File: config.mk
export PLATFORM = sky130hd
export DESIGN_NAME = cmd_status_ctrl
export DESIGN_NICKNAME = d
export VERILOG_FILES = /design/src/rtl/cmd_status_pkg.sv /design/src/rtl/cmd_decode.sv /design/src/rtl/busy_timer.sv /design/src/rtl/evt_latch.sv /design/src/rtl/cmd_status_ctrl.sv
export SDC_FILE = /design/constraint.sdc
export NUM_CORES = 1
export LEC_CHECK = 0
export BUFFER_PORTS_ARGS = -buffer_cell sky130_fd_sc_hd__clkbuf_2
export CAP_MARGIN = 20
export CELL_PAD_IN_SITES_DETAIL_PLACEMENT = 2
export CELL_PAD_IN_SITES_GLOBAL_PLACEMENT = 2
export CORE_MARGIN = 3
export CORE_UTILIZATION = 31
export CTS_CLUSTER_DIAMETER = 120
export CTS_CLUSTER_SIZE = 10
export DETAILED_ROUTE_END_ITERATION = 16
export PLACE_DENSITY = 0.9
export SLEW_MARGIN = 20
export SYNTH_ARGS = -nofsm -noshare
export SYNTH_HDL_FRONTEND = slang
export SYNTH_HIERARCHICAL = 1
export SYNTH_SLANG_ARGS = --single-unit
File: constraint.sdc
create_clock -name clk_i -period 7.65 [get_ports clk_i]
set_input_delay 1.53 -clock clk_i [delete_from_list [all_inputs] [get_ports clk_i]]
set_output_delay 1.53 -clock clk_i [all_outputs]
set_load 0.05 [all_outputs]
File: src/rtl/cmd_status_pkg.sv
package cmd_status_pkg;
  localparam int CMD_W = 16;
  localparam int OP_W  = 5;
  localparam int ARG_W = CMD_W - OP_W;
  localparam int EVT_W = 8;

  typedef enum logic [OP_W-1:0] {
    OP_GRESET   = 5'd0,
    OP_WINDOW   = 5'd1,
    OP_RX_DIS   = 5'd3,
    OP_RX_EN    = 5'd4,
    OP_TX_EN    = 5'd9,
    OP_TX_DIS   = 5'd10,
    OP_REQ_INT  = 5'd12,
    OP_ACK      = 5'd13,
    OP_SET_MASK = 5'd14
  } opcode_e;

  typedef struct packed {
    logic greset;
    logic win_sel;
    logic rx_dis;
    logic rx_en;
    logic tx_en;
    logic tx_dis;
    logic req_int;
    logic ack;
    logic set_mask;
  } cmd_strobe_t;
endpackage

File: src/rtl/cmd_decode.sv
module cmd_decode
  import cmd_status_pkg::*;
(
  input  logic             valid_i,
  input  logic [CMD_W-1:0] word_i,
  output cmd_strobe_t      strb_o,
  output logic [EVT_W-1:0] arg_o
);
  logic [OP_W-1:0] op;
  logic            unused_arg;

  assign op         = word_i[CMD_W-1:ARG_W];
  assign arg_o      = word_i[EVT_W-1:0];
  assign unused_arg = ^word_i[ARG_W-1:EVT_W];

  always_comb begin
    strb_o = '0;
    if (valid_i) begin
      case (op)
        OP_GRESET:   strb_o.greset   = 1'b1;
        OP_WINDOW:   strb_o.win_sel  = 1'b1;
        OP_RX_DIS:   strb_o.rx_dis   = 1'b1;
        OP_RX_EN:    strb_o.rx_en    = 1'b1;
        OP_TX_EN:    strb_o.tx_en    = 1'b1;
        OP_TX_DIS:   strb_o.tx_dis   = 1'b1;
        OP_REQ_INT:  strb_o.req_int  = 1'b1;
        OP_ACK:      strb_o.ack      = 1'b1;
        OP_SET_MASK: strb_o.set_mask = 1'b1;
        default:     strb_o = '0;
      endcase
    end
  end
endmodule

File: src/rtl/busy_timer.sv
module busy_timer #(
  parameter int CYCLES = 16
) (
  input  logic clk_i,
  input  logic rst_ni,
  input  logic start_i,
  output logic busy_o
);
  localparam int CNT_W = $clog2(CYCLES + 1);

  logic [CNT_W-1:0] cnt_q;

  always_ff @(posedge clk_i or negedge rst_ni) begin
    if (!rst_ni)              cnt_q <= '0;
    else if (start_i)         cnt_q <= CNT_W'(CYCLES);
    else if (cnt_q != '0)     cnt_q <= cnt_q - CNT_W'(1);
  end

  assign busy_o = (cnt_q != '0);

  AST_BUSY_START: assert property (@(posedge clk_i) disable iff (!rst_ni)
    start_i |=> busy_o) else $error("busy not raised");
  AST_BUSY_BOUND: assert property (@(posedge clk_i) disable iff (!rst_ni)
    cnt_q <= CNT_W'(CYCLES)) else $error("busy count out of range");
endmodule

File: src/rtl/evt_latch.sv
module evt_latch #(
  parameter int EVT_W = 8
) (
  input  logic             clk_i,
  input  logic             rst_ni,
  input  logic             clr_all_i,
  input  logic [EVT_W-1:0] set_i,
  input  logic [EVT_W-1:0] ack_i,
  input  logic             mask_we_i,
  input  logic [EVT_W-1:0] mask_i,
  output logic [EVT_W-1:0] lat_o,
  output logic             irq_o
);
  localparam logic [EVT_W-1:0] NO_LSB = {{(EVT_W-1){1'b1}}, 1'b0};

  logic [EVT_W-1:0] lat_q, mask_q, set_eff;
  logic             irq_prev_q, rise;

  assign irq_o   = |(lat_q[EVT_W-1:1] & mask_q[EVT_W-1:1]);
  assign rise    = irq_o & ~irq_prev_q;
  assign set_eff = (set_i & NO_LSB) | {{(EVT_W-1){1'b0}}, rise};

  always_ff @(posedge clk_i or negedge rst_ni) begin
    if (!rst_ni) begin
      lat_q      <= '0;
      mask_q     <= '0;
      irq_prev_q <= 1'b0;
    end else begin
      irq_prev_q <= irq_o;
      if (clr_all_i) begin
        lat_q  <= '0;
        mask_q <= '0;
      end else begin
        lat_q <= (lat_q & ~ack_i) | set_eff;  // set wins over ack
        if (mask_we_i) mask_q <= mask_i;
      end
    end
  end

  assign lat_o = lat_q;

  AST_EVT_SET: assert property (@(posedge clk_i) disable iff (!rst_ni)
    ((|(set_i & NO_LSB)) && !clr_all_i) |=> ((lat_q & $past(set_i & NO_LSB)) == $past(set_i & NO_LSB)))
    else $error("event not latched");
  AST_ACK_CLR: assert property (@(posedge clk_i) disable iff (!rst_ni)
    ((|ack_i) && !(|set_i)) |=> ((lat_q & $past(ack_i) & NO_LSB) == '0))
    else $error("ack did not clear");
  AST_RISE_LATCH: assert property (@(posedge clk_i) disable iff (!rst_ni)
    ($rose(irq_o) && !clr_all_i) |=> lat_q[0])
    else $error("latch bit missed irq rise");
endmodule

File: src/rtl/cmd_status_ctrl.sv
module cmd_status_ctrl
  import cmd_status_pkg::*;
#(
  parameter int BUSY_CYCLES = 16
) (
  input  logic             clk_i,
  input  logic             rst_ni,
  input  logic             cmd_we_i,
  input  logic [CMD_W-1:0] cmd_wdata_i,
  input  logic [EVT_W-1:0] evt_i,
  output logic [CMD_W-1:0] status_o,
  output logic [2:0]       window_o,
  output logic             irq_o,
  output logic             rx_en_o,
  output logic             tx_en_o
);
  localparam int WIN_W   = 3;
  localparam int REQ_BIT = 6;
  localparam int RSV_W   = CMD_W - WIN_W - 1 - EVT_W;
  localparam logic [EVT_W-1:0] HW_EVT = 8'b1011_1110;

  cmd_strobe_t      strb;
  logic [EVT_W-1:0] arg, lat, set_vec, ack_vec;
  logic             busy, cmd_valid;
  logic [WIN_W-1:0] win_q;
  logic             rx_q, tx_q;

  assign cmd_valid = cmd_we_i & ~busy;

  cmd_decode i_dec (
    .valid_i (cmd_valid),
    .word_i  (cmd_wdata_i),
    .strb_o  (strb),
    .arg_o   (arg)
  );

  busy_timer #(.CYCLES(BUSY_CYCLES)) i_busy (
    .clk_i   (clk_i),
    .rst_ni  (rst_ni),
    .start_i (strb.greset),
    .busy_o  (busy)
  );

  assign set_vec = (busy ? '0 : (evt_i & HW_EVT))
                 | (EVT_W'(strb.req_int) << REQ_BIT);
  assign ack_vec = strb.ack ? arg : '0;

  evt_latch #(.EVT_W(EVT_W)) i_lat (
    .clk_i     (clk_i),
    .rst_ni    (rst_ni),
    .clr_all_i (strb.greset),
    .set_i     (set_vec),
    .ack_i     (ack_vec),
    .mask_we_i (strb.set_mask),
    .mask_i    (arg),
    .lat_o     (lat),
    .irq_o     (irq_o)
  );

  always_ff @(posedge clk_i or negedge rst_ni) begin
    if (!rst_ni) begin
      win_q <= '0;
      rx_q  <= 1'b0;
      tx_q  <= 1'b0;
    end else if (strb.greset) begin
      win_q <= '0;
      rx_q  <= 1'b0;
      tx_q  <= 1'b0;
    end else begin
      if (strb.win_sel) win_q <= arg[WIN_W-1:0];
      if (strb.rx_en)   rx_q  <= 1'b1;
      if (strb.rx_dis)  rx_q  <= 1'b0;
      if (strb.tx_en)   tx_q  <= 1'b1;
      if (strb.tx_dis)  tx_q  <= 1'b0;
    end
  end

  assign window_o = win_q;
  assign rx_en_o  = rx_q;
  assign tx_en_o  = tx_q;
  assign status_o = {win_q, busy, {RSV_W{1'b0}}, lat};

  AST_WIN_SEL: assert property (@(posedge clk_i) disable iff (!rst_ni)
    (cmd_valid && strb.win_sel) |=> (status_o[CMD_W-1 -: WIN_W] == $past(arg[WIN_W-1:0])))
    else $error("window not selected");
  AST_REQ_SET: assert property (@(posedge clk_i) disable iff (!rst_ni)
    (cmd_valid && strb.req_int) |=> status_o[REQ_BIT])
    else $error("requested interrupt not set");
  AST_RX_ON: assert property (@(posedge clk_i) disable iff (!rst_ni)
    (cmd_valid && strb.rx_en) |=> rx_en_o) else $error("rx not enabled");
  AST_TX_OFF: assert property (@(posedge clk_i) disable iff (!rst_ni)
    (cmd_valid && strb.tx_dis) |=> !tx_en_o) else $error("tx not disabled");
  AST_BUSY_IGNORE: assert property (@(posedge clk_i) disable iff (!rst_ni)
    (busy && cmd_we_i) |=> ($stable(window_o) && $stable(rx_en_o) && $stable(tx_en_o)))
    else $error("command taken while busy");
  AST_UNKNOWN_OP: assert property (@(posedge clk_i) disable iff (!rst_ni)
    (cmd_valid && (strb == '0)) |=> ($stable(window_o) && $stable(rx_en_o) && $stable(tx_en_o)))
    else $error("unknown opcode had effect");
endmodule

-- Yosys cells after proc, flatten, opt, wreduce, memory -nomap -nowiden
Index checks and enable logic that the tools add are counted.
- memories: 0
- bits in writable memories: 0
- bits in registers: 27
- input port bits: 27
- output and inout bits: 22
- bits in latches: 0
- bits in read-only memories: 0
- div/mod/pow operators: 0
- bitwise gates (word level): 10
- $mul: 0
- reductions and logical operators: 8
- $lt $le $gt $ge: 0
- eq/ne operators: 8
- mux-type cells: 25
- shift operators: 0
- $add $sub $neg: 1
- operators by type and width (kind ; number):
    $mux W8 ; 5
    $eq A5 B4 Y1 const B ; 5
    $mux W1 ; 15
    $mux W5 ; 2
    $mux W9 ; 1
    $and A8 B8 Y8 ; 1
    $not A8 Y8 ; 1
    $or A8 B1 Y8 ; 1
    $or A8 B7 Y8 ; 1
    $or A8 B8 Y8 ; 1
    $and A7 B7 Y7 ; 1
    $reduce_or A7 Y1 ; 1
    $mux W3 ; 2
    $reduce_bool A2 Y1 ; 3
    $reduce_bool A3 Y1 ; 2
    $eq A5 B1 Y1 const B ; 1
    $eq A5 B2 Y1 const B ; 1
    $eq A5 B3 Y1 const B ; 1
    $logic_not A5 Y1 ; 1
    $reduce_bool A5 Y1 ; 1
    $sub A5 B1 Y5 const B ; 1
    $and A1 B1 Y1 ; 2
    $not A1 Y1 ; 2

-- Logic depth before layout (Yosys ltp)
Gate-level depths: netlist of run 1.
- depth in word-level cells: 9
- mapped depth: 11
- mapped depth without buffers: 10

-- By module
The synthesis of run 1 kept the hierarchy.
- by module, submodules not included (module ; area an instance (um2) ; cells each ; times used):
    evt_latch ; 643.1 ; 60 ; 1
    cmd_status_ctrl ; 341.6 ; 39 ; 1
    busy_timer ; 261.5 ; 25 ; 1
    cmd_decode ; 161.4 ; 24 ; 1

-- Least setup slack after synthesis of run 1
OpenSTA, ideal clock, no wires.
- kind: input-to-reg
- from: input port cmd_we_i
- to: register i_lat.lat_q[1], in the netlist i_lat/lat_o[1]
- arrival time: 3.157 ns
- slack: 4.361 ns
- stages: 5
- setup time: 0.132 ns
- path through: nor2b_1 -> or4b_4 -> nor3_2 -> clkbuf_1 -> nor2_1
- RTL lines (what ; RTL line ; source):
    start, declared ; cmd_status_ctrl.sv:8 ; input logic cmd_we_i,
    end signal, assigned ; evt_latch.sv:34 ; lat_q <= (lat_q & ~ack_i) | set_eff;
    end, declared ; evt_latch.sv:16 ; logic [EVT_W-1:0] lat_q, mask_q, set_eff;

-- Final worst setup path of run 1
- from: register i_busy.cnt_q[0]
- to: output port status_o[12]
- word-level cells in the longest chain between the ends: 1
- RTL lines (what ; RTL line ; source):
    start, declared ; busy_timer.sv:11 ; logic [CNT_W-1:0] cnt_q;
    start signal, assigned ; busy_timer.sv:15 ; else if (start_i) cnt_q <= CNT_W'(CYCLES);
    start signal, assigned ; busy_timer.sv:16 ; else if (cnt_q != '0) cnt_q <= cnt_q - CNT_W'(1);
    $reduce_bool A5 Y1 ; busy_timer.sv:19 ; assign busy_o = (cnt_q != '0);
    end, declared ; cmd_status_ctrl.sv:11 ; output logic [CMD_W-1:0] status_o,
No other way between the ends.

==> qor.yml, run 1 <==
viasPerCell: 4.929
dieHeight_um: 73.39
p_seq_frac: 0.371
leakagePower_nw: 0.7568
drv_cap: 0
worstSetupEndpointType: "output port"
syn-cell-area_um2: 1408
finalPower_mw: 0.5559
nets: 205
cts_resized: 0
grt_usage: 0.1550
period_needed_ns: 3.400
ys_seq_area_frac: 0.4622
worst_pin_slew_ns: 0.9093
cellPowerDensity_nw_per_um2: 344.1
setup_viol: 0
syn_avg_cell_area_um2: 9.511
fillers: 487
drive_gt1_frac: 0.2727
ys_warn_count: 6
syn_to_final_growth_pct: 14.76
drc: 0
rr_worst_depth: 8
dr.pass1.iters: 4
wl_per_cell_um: 16.77
io_pins: 49
pwr-share-clk: 0.201
hold_path.class: "reg -> reg"
worst_slack_ns: 4.250
drv_slew: 0
place.gp.congestion: 0.8458
final_cell_mix: "clkbuf_2, nor2_1, dfrtp_1"
grt_max_degree: 27
cts_root_buf: "clkbuf_8"
fin_crit_sh: 0.4444
top_usage_layer: "met2"
grt.met2_usage: 0.3088
max_freq_ghz: 0.2941
cp.depth: 4
ant_nets: 0
clk_pin_slew_worst_paths_ns: 0.09
antennaDiodeCount: 0
async_reset_ff_frac: 1.000
status: "finished, final reports clean"
path_class: "reg -> out"
synth_edf_count: 0
syn_inst: 148
grt_pass1_wl_mm: 6.423
critPathSlowestCell: "or4b_4"
postCtsSetupRepairBufs: 0
worstPathMaxFanout: 12
crit_chain: "inv_1 > ha_1 > or4b_4 > clkbuf_2"
routed_wl_mm: 3.790
hold_path_depth: 2
via_count: 1114
gr-total-overflow: 0
dieArea_um2: 5385
hold_viol: 0
met3_usage: 0.01915
antenna_found_initial: 0
cts_sinks: 26
h-tree-depth: 1
use_met1: 0.1709
fin_skew_ns: 0.003568
combPwrFrac: 0.428
max_stage_delay_ns: 0.61
core_area_um2: 4202
yosysUniqueCellTypes: 32
cp.buffers_inverters: 2
final_common_cell: "clkbuf_2"
worstPathArrival_ns: 1.87
ir_drop_uv: 133.6
cts_tree: "built"
rsz0062_at_grt: "false"
drtIter0Drc: 50
cts_buffers: 3
rows: 23
p_int_mw: 0.3129
initial_core_util: 0.3350
io_buffer_count: 39
grt_pass1_vias: 1296
die_w_um: 73.39
dominantRegCellSynth: "dfrtp_1"
dpl.hpwl_mm: 3.009
clock_path_buffers: 2
netSwitchingFraction: 0.4372
holdBufCountCts: 0
switchingPower_mw: 0.2430
tns_ns: 0
clk_latency_ns: 0.27
start_kind: "register"
pre_cts_slack_ns: 4.397
critPathTopFamily: "simple AND/OR/NAND/NOR gates"
worstPathRequired_ns: 6.12
yosys_register_bits: 26
relSlewSlack: 0.3916
-- sequential cells by signal (all words and copies together) (netlist names) --
register          count
tx_en_o               1
window_o              3
i_lat/mask_q          7
i_busy/cnt_q          5
rx_en_o               1
i_lat/irq_prev_q      1
i_lat/lat_o           8
-- metrics by stage --
| stage | hold slack, ns | util | instances | cell area (um^2) |
|---|---|---|---|---|
| floorplan | 0.4742 | - | 151 | 1419 |
| global placement | 0.4856 | 0.3675 | 222 | 1544 |
| detailed placement | 0.5272 | 0.3675 | 222 | 1544 |
| CTS | 0.5365 | 0.3845 | 226 | 1615 |
| global route | 0.5835 | 0.3845 | 226 | 1615 |
| finish | 0.5325 | 0.3845 | 226 | 1615 |
-- routing by layer --
layer	vias to the layer above	wire length [um]
li1	523	-
met1	561	1491
met2	26	2146
met3	4	123
met4	0	28
met5	-	0
-- Yosys cell counts (2+ instances only) --
| cell | count | area, um^2 |
|---|---|---|
| a21oi_1 | 10 | 50.05 |
| a22oi_1 | 2 | 15.01 |
| and2_1 | 8 | 50.05 |
| buf_4 | 16 | 120.1 |
| dfrtp_1 | 26 | 650.6 |
| inv_1 | 10 | 37.54 |
| mux2i_1 | 10 | 100.1 |
| nand2_1 | 3 | 11.26 |
| nand2b_1 | 3 | 18.77 |
| nand3b_1 | 2 | 15.01 |
| nor2_1 | 28 | 105.1 |
| nor2b_1 | 7 | 43.79 |
| nor3_1 | 3 | 15.01 |
| or4b_4 | 2 | 27.53 |
-- power groups by stage --
stage | Combinational [mW] | Sequential (mW) | Clock (mW)
2_1_floorplan | 0.127 | 0.266 | 0
3_3_place_gp | 0.227 | 0.204 | 0
3_5_place_dp | 0.240 | 0.209 | 0
4_1_cts | 0.242 | 0.207 | 0.115
5_1_grt | 0.259 | 0.213 | 0.122
6_report | 0.238 | 0.206 | 0.112
-- cell type report --
cell class | instances | area, um^2 | area share
Clock buffer | 3 | 41.29 | 0.02556
Clock inverter | 1 | 30.03 | 0.01859
Inverter | 10 | 37.54 | 0.02324
Multi-Input combinational cell | 96 | 590.6 | 0.3656
Sequential cell | 26 | 650.6 | 0.4028
Tap cell | 50 | 62.56 | 0.03873
Timing Repair Buffer | 40 | 202.7 | 0.1255
-- logic make-up (layout without fill, tap and decap cells) --
family / after synthesis / after routing / share of synthesized area
simple gates: 63 / 63 / 0.2427
buf+inv: 29 / 54 / 0.1262
flops: 26 / 26 / 0.4622
compound gates: 17 / 17 / 0.08000
mux: 10 / 10 / 0.07111
fa+ha+maj: 1 / 1 / 0.008887
other cells: 1 / 4 / 0.002664
xor+xnor: 1 / 1 / 0.006223
-- worst paths after layout --
| kind | start | to | slack, ns |
|---|---|---|---|
| min in group asynchronous | rst_ni | i_lat/lat_o[2] | 1.27 |
| hold / removal | i_lat/irq_prev_q | i_lat/lat_o[0] | 0.53 |
| hold reg to reg | i_lat/irq_prev_q | i_lat/lat_o[0] | 0.53 |
| setup reg to reg | i_busy/cnt_q[0] | i_lat/mask_q[2] | 4.66 |
| setup / recovery | i_busy/cnt_q[0] | status_o[12] | 4.25 |
| max in group asynchronous | rst_ni | rx_en_o | 5.96 |
-- worst register-to-register path, delay by kind of cell, from the launching register on --
kind,cells,cell delay [ns]
adders and majority gates,1,0.23
buffers and inverters,1,0.07
DFF,1,0.41
muxes,1,0.29
and+or+nand+nor,5,1.88
No activity file was read; power rests on OpenSTA's default activity.
==> run 2: changes to the inputs <==
CORE_UTILIZATION = 29   (was 31)
PLACE_DENSITY = 0.85   (was 0.9)
clock period = 3.5 ns   (was 7.65 ns; I/O delays follow)
==> run 2 against run 1 <==
Against the previous run: worst setup slack got worse by 3.7 ns; register-to-register slack worse by 4.1 ns; critical path type is now reg -> reg; hold slack got worse by 0.081 ns; via count is essentially flat; total power rose by 120%; cell area rose by 0.62%; sequential share of layout area decreased by 0.25 points; die area grew 6.3%.
==> qor.yml, run 2 (synthesis results as in run 1) <==
fin_util: 0.3608  # was 0.3845
worstPathMaxFanout: 12  # unchanged
worstPathArrival_ns: 3.05  # was 1.87 ns
p_seq_frac: 0.366  # was 0.371
rsz0062_at_grt: "false"  # unchanged
place.gp.congestion: 0.8118  # was 0.8458
postCtsSetupRepairBufs: 0  # unchanged
max_stage_delay_ns: 0.61  # about the same
p_int_mw: 0.6843  # was 0.3129 mW
cts_sinks: 26  # unchanged
cts_tree: "built"  # unchanged
netSwitchingFraction: 0.4433  # was 0.4372
final-seq-area_um2: 650.6  # unchanged
grt_max_degree: 27  # unchanged
antennaDiodeCount: 0  # unchanged
grt_usage: 0.1542  # was 0.1550
ir_drop_uv: 202.5  # was 133.6 uV
worst_slack_ns: 0.5989  # was 4.250 ns
start_kind: "register"  # unchanged
gr-total-overflow: 0  # unchanged
status: "finished, final reports clean"  # unchanged
path_class: "reg -> reg"  # was reg -> out
regToRegStartpoint: "i_busy/cnt_q[0]"  # unchanged
final_common_cell: "clkbuf_2"  # unchanged
relSlewSlack: 0.5345  # was 0.3916
routed_wl_mm: 4.007  # was 3.790 mm
pwr-share-clk: 0.203  # was 0.201
finalPower_mw: 1.229  # was 0.5559 mW
grt_pass1_vias: 1259  # was 1296
h-tree-depth: 1  # unchanged
max_freq_ghz: 0.3447
clk_pin_slew_worst_paths_ns: 0.10  # was 0.09 ns
hold_viol: 0  # unchanged
ant_nets: 0  # unchanged
largest_reg_flops: 8  # unchanged
crit_chain: "inv_1 > ha_1 > or4b_4 > nor2b_1 > or4b_4 > nor2_1 > mux2i_1 > nor2_1"  # was inv_1 > ha_1 > or4b_4 > clkbuf_2
initial_core_util: 0.3125  # was 0.3350
dieArea_um2: 5726  # was 5385 um^2
core_area_um2: 4504  # was 4202 um^2
drv_slew: 0  # unchanged
grt_pass1_wl_mm: 6.541  # was 6.423 mm
drv_cap: 0  # unchanged
setup_viol: 0  # unchanged
io_buffer_count: 39  # unchanged
io_pins: 49  # unchanged
clock_path_buffers: 2  # unchanged
worstSetupEndpointType: "register"  # was output port
fillers: 528  # was 487
multi_input_area_um2: 590.6  # unchanged
combPwrFrac: 0.431  # was 0.428
holdBufCountCts: 0  # unchanged
die_w_um: 75.67  # was 73.39 um
reg2reg_slack_ns: 0.60  # was 4.66 ns
dieHeight_um: 75.67  # was 73.39 um
wl_per_cell_um: 17.50  # was 16.77 um
drive_gt1_frac: 0.2768  # was 0.2727
final_cell_mix: "clkbuf_2, nor2_1, dfrtp_1"  # unchanged
cts_root_buf: "clkbuf_8"  # unchanged
antenna_found_initial: 0  # unchanged
nets: 206  # was 205
critPathSlowestCell: "or4b_4"  # unchanged
cts_buffers: 3  # unchanged
reg2reg_to: "window_o[1]"  # was i_lat/mask_q[2]
switchingPower_mw: 0.5449  # was 0.2430 mW
clk_latency_ns: 0.27  # about the same
fin_skew_ns: 0.01016  # was 0.003568 ns
drtIter0Drc: 41  # was 50
worstPathRequired_ns: 3.65  # was 6.12 ns
period_needed_ns: 2.901
hold_path.class: "in -> async"  # was reg -> reg
cts_resized: 0  # unchanged
leakagePower_nw: 0.7622  # was 0.7568 nW
via_count: 1115  # was 1114
tns_ns: 0  # unchanged
rows: 24  # was 23
pre_cts_slack_ns: 0.6262  # was 4.397 ns
dpl.hpwl_mm: 3.009  # about the same
rr_worst_depth: 8  # unchanged
viasPerCell: 4.869  # was 4.929
syn_to_final_growth_pct: 15.47  # was 14.76%
worst_pin_slew_ns: 0.6982  # was 0.9093 ns
cellPowerDensity_nw_per_um2: 756.3  # was 344.1 nW/um^2
fin_crit_sh: 0.8289
drc: 0  # unchanged
dr.pass1.iters: 4  # unchanged
run 2: changes by cell type in the layout (fill, tap and decap cells not counted):
cell	delta
buf_4	+1
run 2: worst max-delay path, delay by kind of cell (launching register included):
kind	cells	cell delay [ns]
fa+ha+maj	1	0.25
buf+inv	1	0.08
mux	1	0.26
flops	1	0.41
simple gates	5	1.78
run 2: worst max-delay path by stage:
stage	from	to	slack [ns]	depth (start not counted)
floorplan	i_busy/cnt_q[0]	i_lat/lat_o[1]	0.51	9
global placement	i_busy/cnt_q[0]	window_o[2]	0.79	8
detailed placement	i_busy/cnt_q[0]	i_lat/lat_o[5]	0.63	10
CTS	i_busy/cnt_q[0]	window_o[1]	0.57	8
global route	i_busy/cnt_q[0]	i_lat/lat_o[7]	0.32	10
finish	i_busy/cnt_q[0]	window_o[1]	0.60	8
run 2: area by class of cell:
| type | count | area share |
|---|---|---|
| flip-flops and latches | 26 | 0.4003 |
| inverters | 10 | 0.02309 |
| multi-input cells | 96 | 0.3634 |
| repair buffers | 41 | 0.1293 |
| clock buffers | 3 | 0.02540 |
| clock inverters | 1 | 0.01848 |
| well taps | 52 | 0.04003 |
run 2: stage by stage:
| step | std cells | cell area [um^2] | hold WS [ns] |
|---|---|---|---|
| 2_1_floorplan | 151 | 1419 | 0.4044 |
| 3_3_place_gp | 225 | 1554 | 0.4876 |
| 3_5_place_dp | 225 | 1554 | 0.5233 |
| 4_1_cts | 229 | 1625 | 0.4677 |
| 5_1_grt | 229 | 1625 | 0.4875 |
| 6_report | 229 | 1625 | 0.4519 |
run 2: metal layers:
metal  track usage  wire length (um)  vias up
met3       0.02243               148        2
met4       0.04078                21        0
li1              -                 -      526
met5             0                 0        -
met1        0.1852              1663      564
met2        0.2857              2174       23
run 2: power by group through the flow:
stage	clock (mW)	sequential (mW)	combinational, mW
4_1_cts	0.259	0.451	0.538
6_report	0.249	0.450	0.530
2_1_floorplan	0	0.582	0.278
3_3_place_gp	0	0.446	0.498
5_1_grt	0.271	0.464	0.576
3_5_place_dp	0	0.456	0.527
==> run 3: changes to the inputs <==
ABC_AREA = 1   (was unset)
CORE_UTILIZATION = 27   (was 29)
clock period = 2.9 ns   (was 3.5 ns; I/O delays follow)
==> run 3 against run 2 <==
Against the previous run: via count is 22% higher; synthesized area rose by 8.4%; sequential share of layout area decreased by 3.6 points; final cell count grew 38%; utilization shrank 2.2 points; hold slack lost 0.12 ns; critical path type is now reg -> out.
==> qor.yml, run 3 <==
grt_usage: 0.1435  # was 0.1542
fin_crit_sh: 0.7584
gr-total-overflow: 0  # unchanged
critPathSlowestCell: "dfrtp_1"  # was or4b_4
cp.buffers_inverters: 3  # was 1
start_kind: "register"  # unchanged
dr.pass1.iters: 4  # unchanged
final_cells: 315  # was 229
antenna_found_initial: 0  # unchanged
syn_to_final_growth_pct: 16.98  # was 15.47%
setup_viol: 0  # unchanged
reg2reg_slack_ns: 0.76  # was 0.60 ns
drtIter0Drc: 15  # was 41
worstPathArrival_ns: 1.62  # was 3.05 ns
clk_pin_slew_worst_paths_ns: 0.10  # about the same
hold_path.class: "in -> async"  # unchanged
netlist_top_cells_area: "dfrtp_1, inv_1, nand2_1, nor2_1, buf_4"  # was dfrtp_1, buf_4, nor2_1, mux2i_1, a21oi_1
syn-cell-area_um2: 1525  # was 1408 um^2
viasPerCell: 4.311  # was 4.869
crit_chain: "inv_1 > ha_1 > nand3_2 > buf_4 > clkbuf_2"  # was inv_1 > ha_1 > or4b_4 > nor2b_1 > or4b_4 > nor2_1 > mux2i_1 > nor2_1
drv_slew: 0  # unchanged
cp.depth: 5  # was 8
worst_pin_slew_ns: 0.6939  # was 0.6982 ns
holdBufCountCts: 0  # unchanged
yosysTopAreaCell: "dfrtp_1"  # unchanged
fin_skew_ns: 0.01046  # was 0.01016 ns
ant_nets: 0  # unchanged
io_buffer_count: 39  # unchanged
worstPathRequired_ns: 2.32  # was 3.65 ns
io_pins: 49  # unchanged
postCtsSetupRepairBufs: 0  # unchanged
routed_wl_mm: 4.168  # was 4.007 mm
place.gp.congestion: 0.6923  # was 0.8118
cts_sinks: 26  # unchanged
dominantRegCellSynth: "dfrtp_1"  # unchanged
grt_pass1_vias: 1451  # was 1259
dpl.hpwl_mm: 3.181  # was 3.009 mm
initial_core_util: 0.2894  # was 0.3125
rr_worst_depth: 12  # was 8
relSlewSlack: 0.5374  # was 0.5345
synth_top_area_frac: 0.4266  # was 0.4622
status: "finished, final reports clean"  # unchanged
hold_viol: 0  # unchanged
leakagePower_nw: 1.014  # was 0.7622 nW
ys_seq_area_frac: 0.4266  # was 0.4622
grt_max_degree: 27  # unchanged
critPathTopFamily: "buffers and inverters"  # was simple AND/OR/NAND/NOR gates
core_area_um2: 5270  # was 4504 um^2
drc: 0  # unchanged
worstSetupEndpointType: "output port"  # was register
worstPathMaxFanout: 12  # unchanged
cellPowerDensity_nw_per_um2: 829.0  # was 756.3 nW/um^2
design_area_um2: 1784  # was 1625 um^2
path_class: "reg -> out"  # was reg -> reg
syn_inst: 213  # was 148
synth_edf_count: 0  # unchanged
fin_util: 0.3386  # was 0.3608
wl_per_cell_um: 13.23  # was 17.50 um
hold_slack_ns: 0.3274  # was 0.4519 ns
ys_warn_count: 6  # unchanged
h-tree-depth: 1  # unchanged
dp_cells: 311  # was 225
antennaDiodeCount: 0  # unchanged
clk_latency_ns: 0.28  # was 0.27 ns
nets: 274  # was 206
clock_path_buffers: 2  # unchanged
cts_root_buf: "clkbuf_8"  # unchanged
yosys_register_bits: 26  # unchanged
via_count: 1358  # was 1115
period_needed_ns: 2.199
rsz0062_at_grt: "false"  # unchanged
die_w_um: 81.16  # was 75.67 um
ys_top_cells_by_count: "inv_1, nand2_1, nor2_1, dfrtp_1, buf_4"  # was nor2_1, dfrtp_1, buf_4
final_cell_mix: "nand2_1, inv_1, clkbuf_2"  # was clkbuf_2, nor2_1, dfrtp_1
drv_cap: 0  # unchanged
syn_avg_cell_area_um2: 7.161  # was 9.511 um^2
drive_gt1_frac: 0.2571  # was 0.2768
cts_buffers: 3  # unchanged
rows: 26  # was 24
dieHeight_um: 81.16  # was 75.67 um
largest_reg_flops: 8  # unchanged
ir_drop_uv: 328.0  # was 202.5 uV
placed_area_um2: 1713  # was 1554 um^2
max_stage_delay_ns: 0.36  # was 0.61 ns
async_reset_ff_frac: 1.000  # unchanged
grt_pass1_wl_mm: 7.162  # was 6.541 mm
max_freq_ghz: 0.4547
yosysUniqueCellTypes: 18  # was 32
cts_resized: 0  # unchanged
cts_tree: "built"  # unchanged
tns_ns: 0  # unchanged
dieArea_um2: 6587  # was 5726 um^2
## run 3: cell count changes in the layout (fill, tap and decap cells not counted), moves of 3 or more
cell      change
nor2b_1       -7
inv_1        +35
nand3_1      +13
nand2b_1      -3
o21ai_2       +7
nor2_2        +4
nand2_1      +42
buf_4         +3
nor3_1        -3
nor2_1        +9
and2_1        -8
mux2i_1      -10
## run 3: worst reg2reg max path: stages, from the launching register on
cell	delay, ns
dfrtp_1	0.39
inv_1	0.12
ha_1	0.25
nand3_2	0.12
nor2_1	0.11
inv_1	0.05
nor2_2	0.13
nand2_1	0.12
nor2_1	0.15
buf_4	0.22
inv_1	0.15
nand3_1	0.14
o21ai_2	0.08
## run 3: layout make-up
class	instances	area (um^2)
sequential	26	650.6
fill	668	3486
multi-input combinational	124	565.5
timing repair buffer	44	232.7
inverter	47	176.4
clock inverter	1	30.03
tap	70	87.58
clock buffer	3	41.29
## run 3: cell families after synthesis
kind of cell             synth area share
other                            0.002459
buffers and inverters              0.2100
adder cells (fa/ha/maj)          0.008202
flip-flops                         0.4266
XOR/XNOR                         0.005743
AO/OA/AOI/OAI                     0.06645
AND/OR/NAND/NOR                    0.2806
## run 3: path summary, 6_finish.rpt
kind / startpoint / to
max in group asynchronous: rst_ni / i_busy/cnt_q[0]
min in group clk_i: i_busy/cnt_q[0] / i_busy/cnt_q[0]
worst min-delay path: rst_ni / i_lat/mask_q[6]
worst min register to register: i_busy/cnt_q[0] / i_busy/cnt_q[0]
worst max register to register: i_busy/cnt_q[0] / i_lat/mask_q[2]
worst max-delay path: i_busy/cnt_q[0] / status_o[12]
## run 3: metal layers
layer,share of wire,track usage
met5,0,0
met2,0.50,0.2455
met3,0.041,0.02217
met4,0.0079,0.04054
met1,0.45,0.1868
## run 3: per-stage QoR
step                worst slack (ns)  total power [mW]
floorplan                     0.8002             1.024
global placement              0.8555             1.142
detailed placement            0.7853             1.178
CTS                           0.6684             1.508
global route                  0.5207             1.597
finish                        0.7005             1.479
## run 3: power breakdown
group	internal, mW	switching [mW]	total [mW]
Combinational	0.179	0.443	0.622
Clock	0.185	0.122	0.306
Sequential	0.473	0.0774	0.551
Total	0.838	0.642	1.48
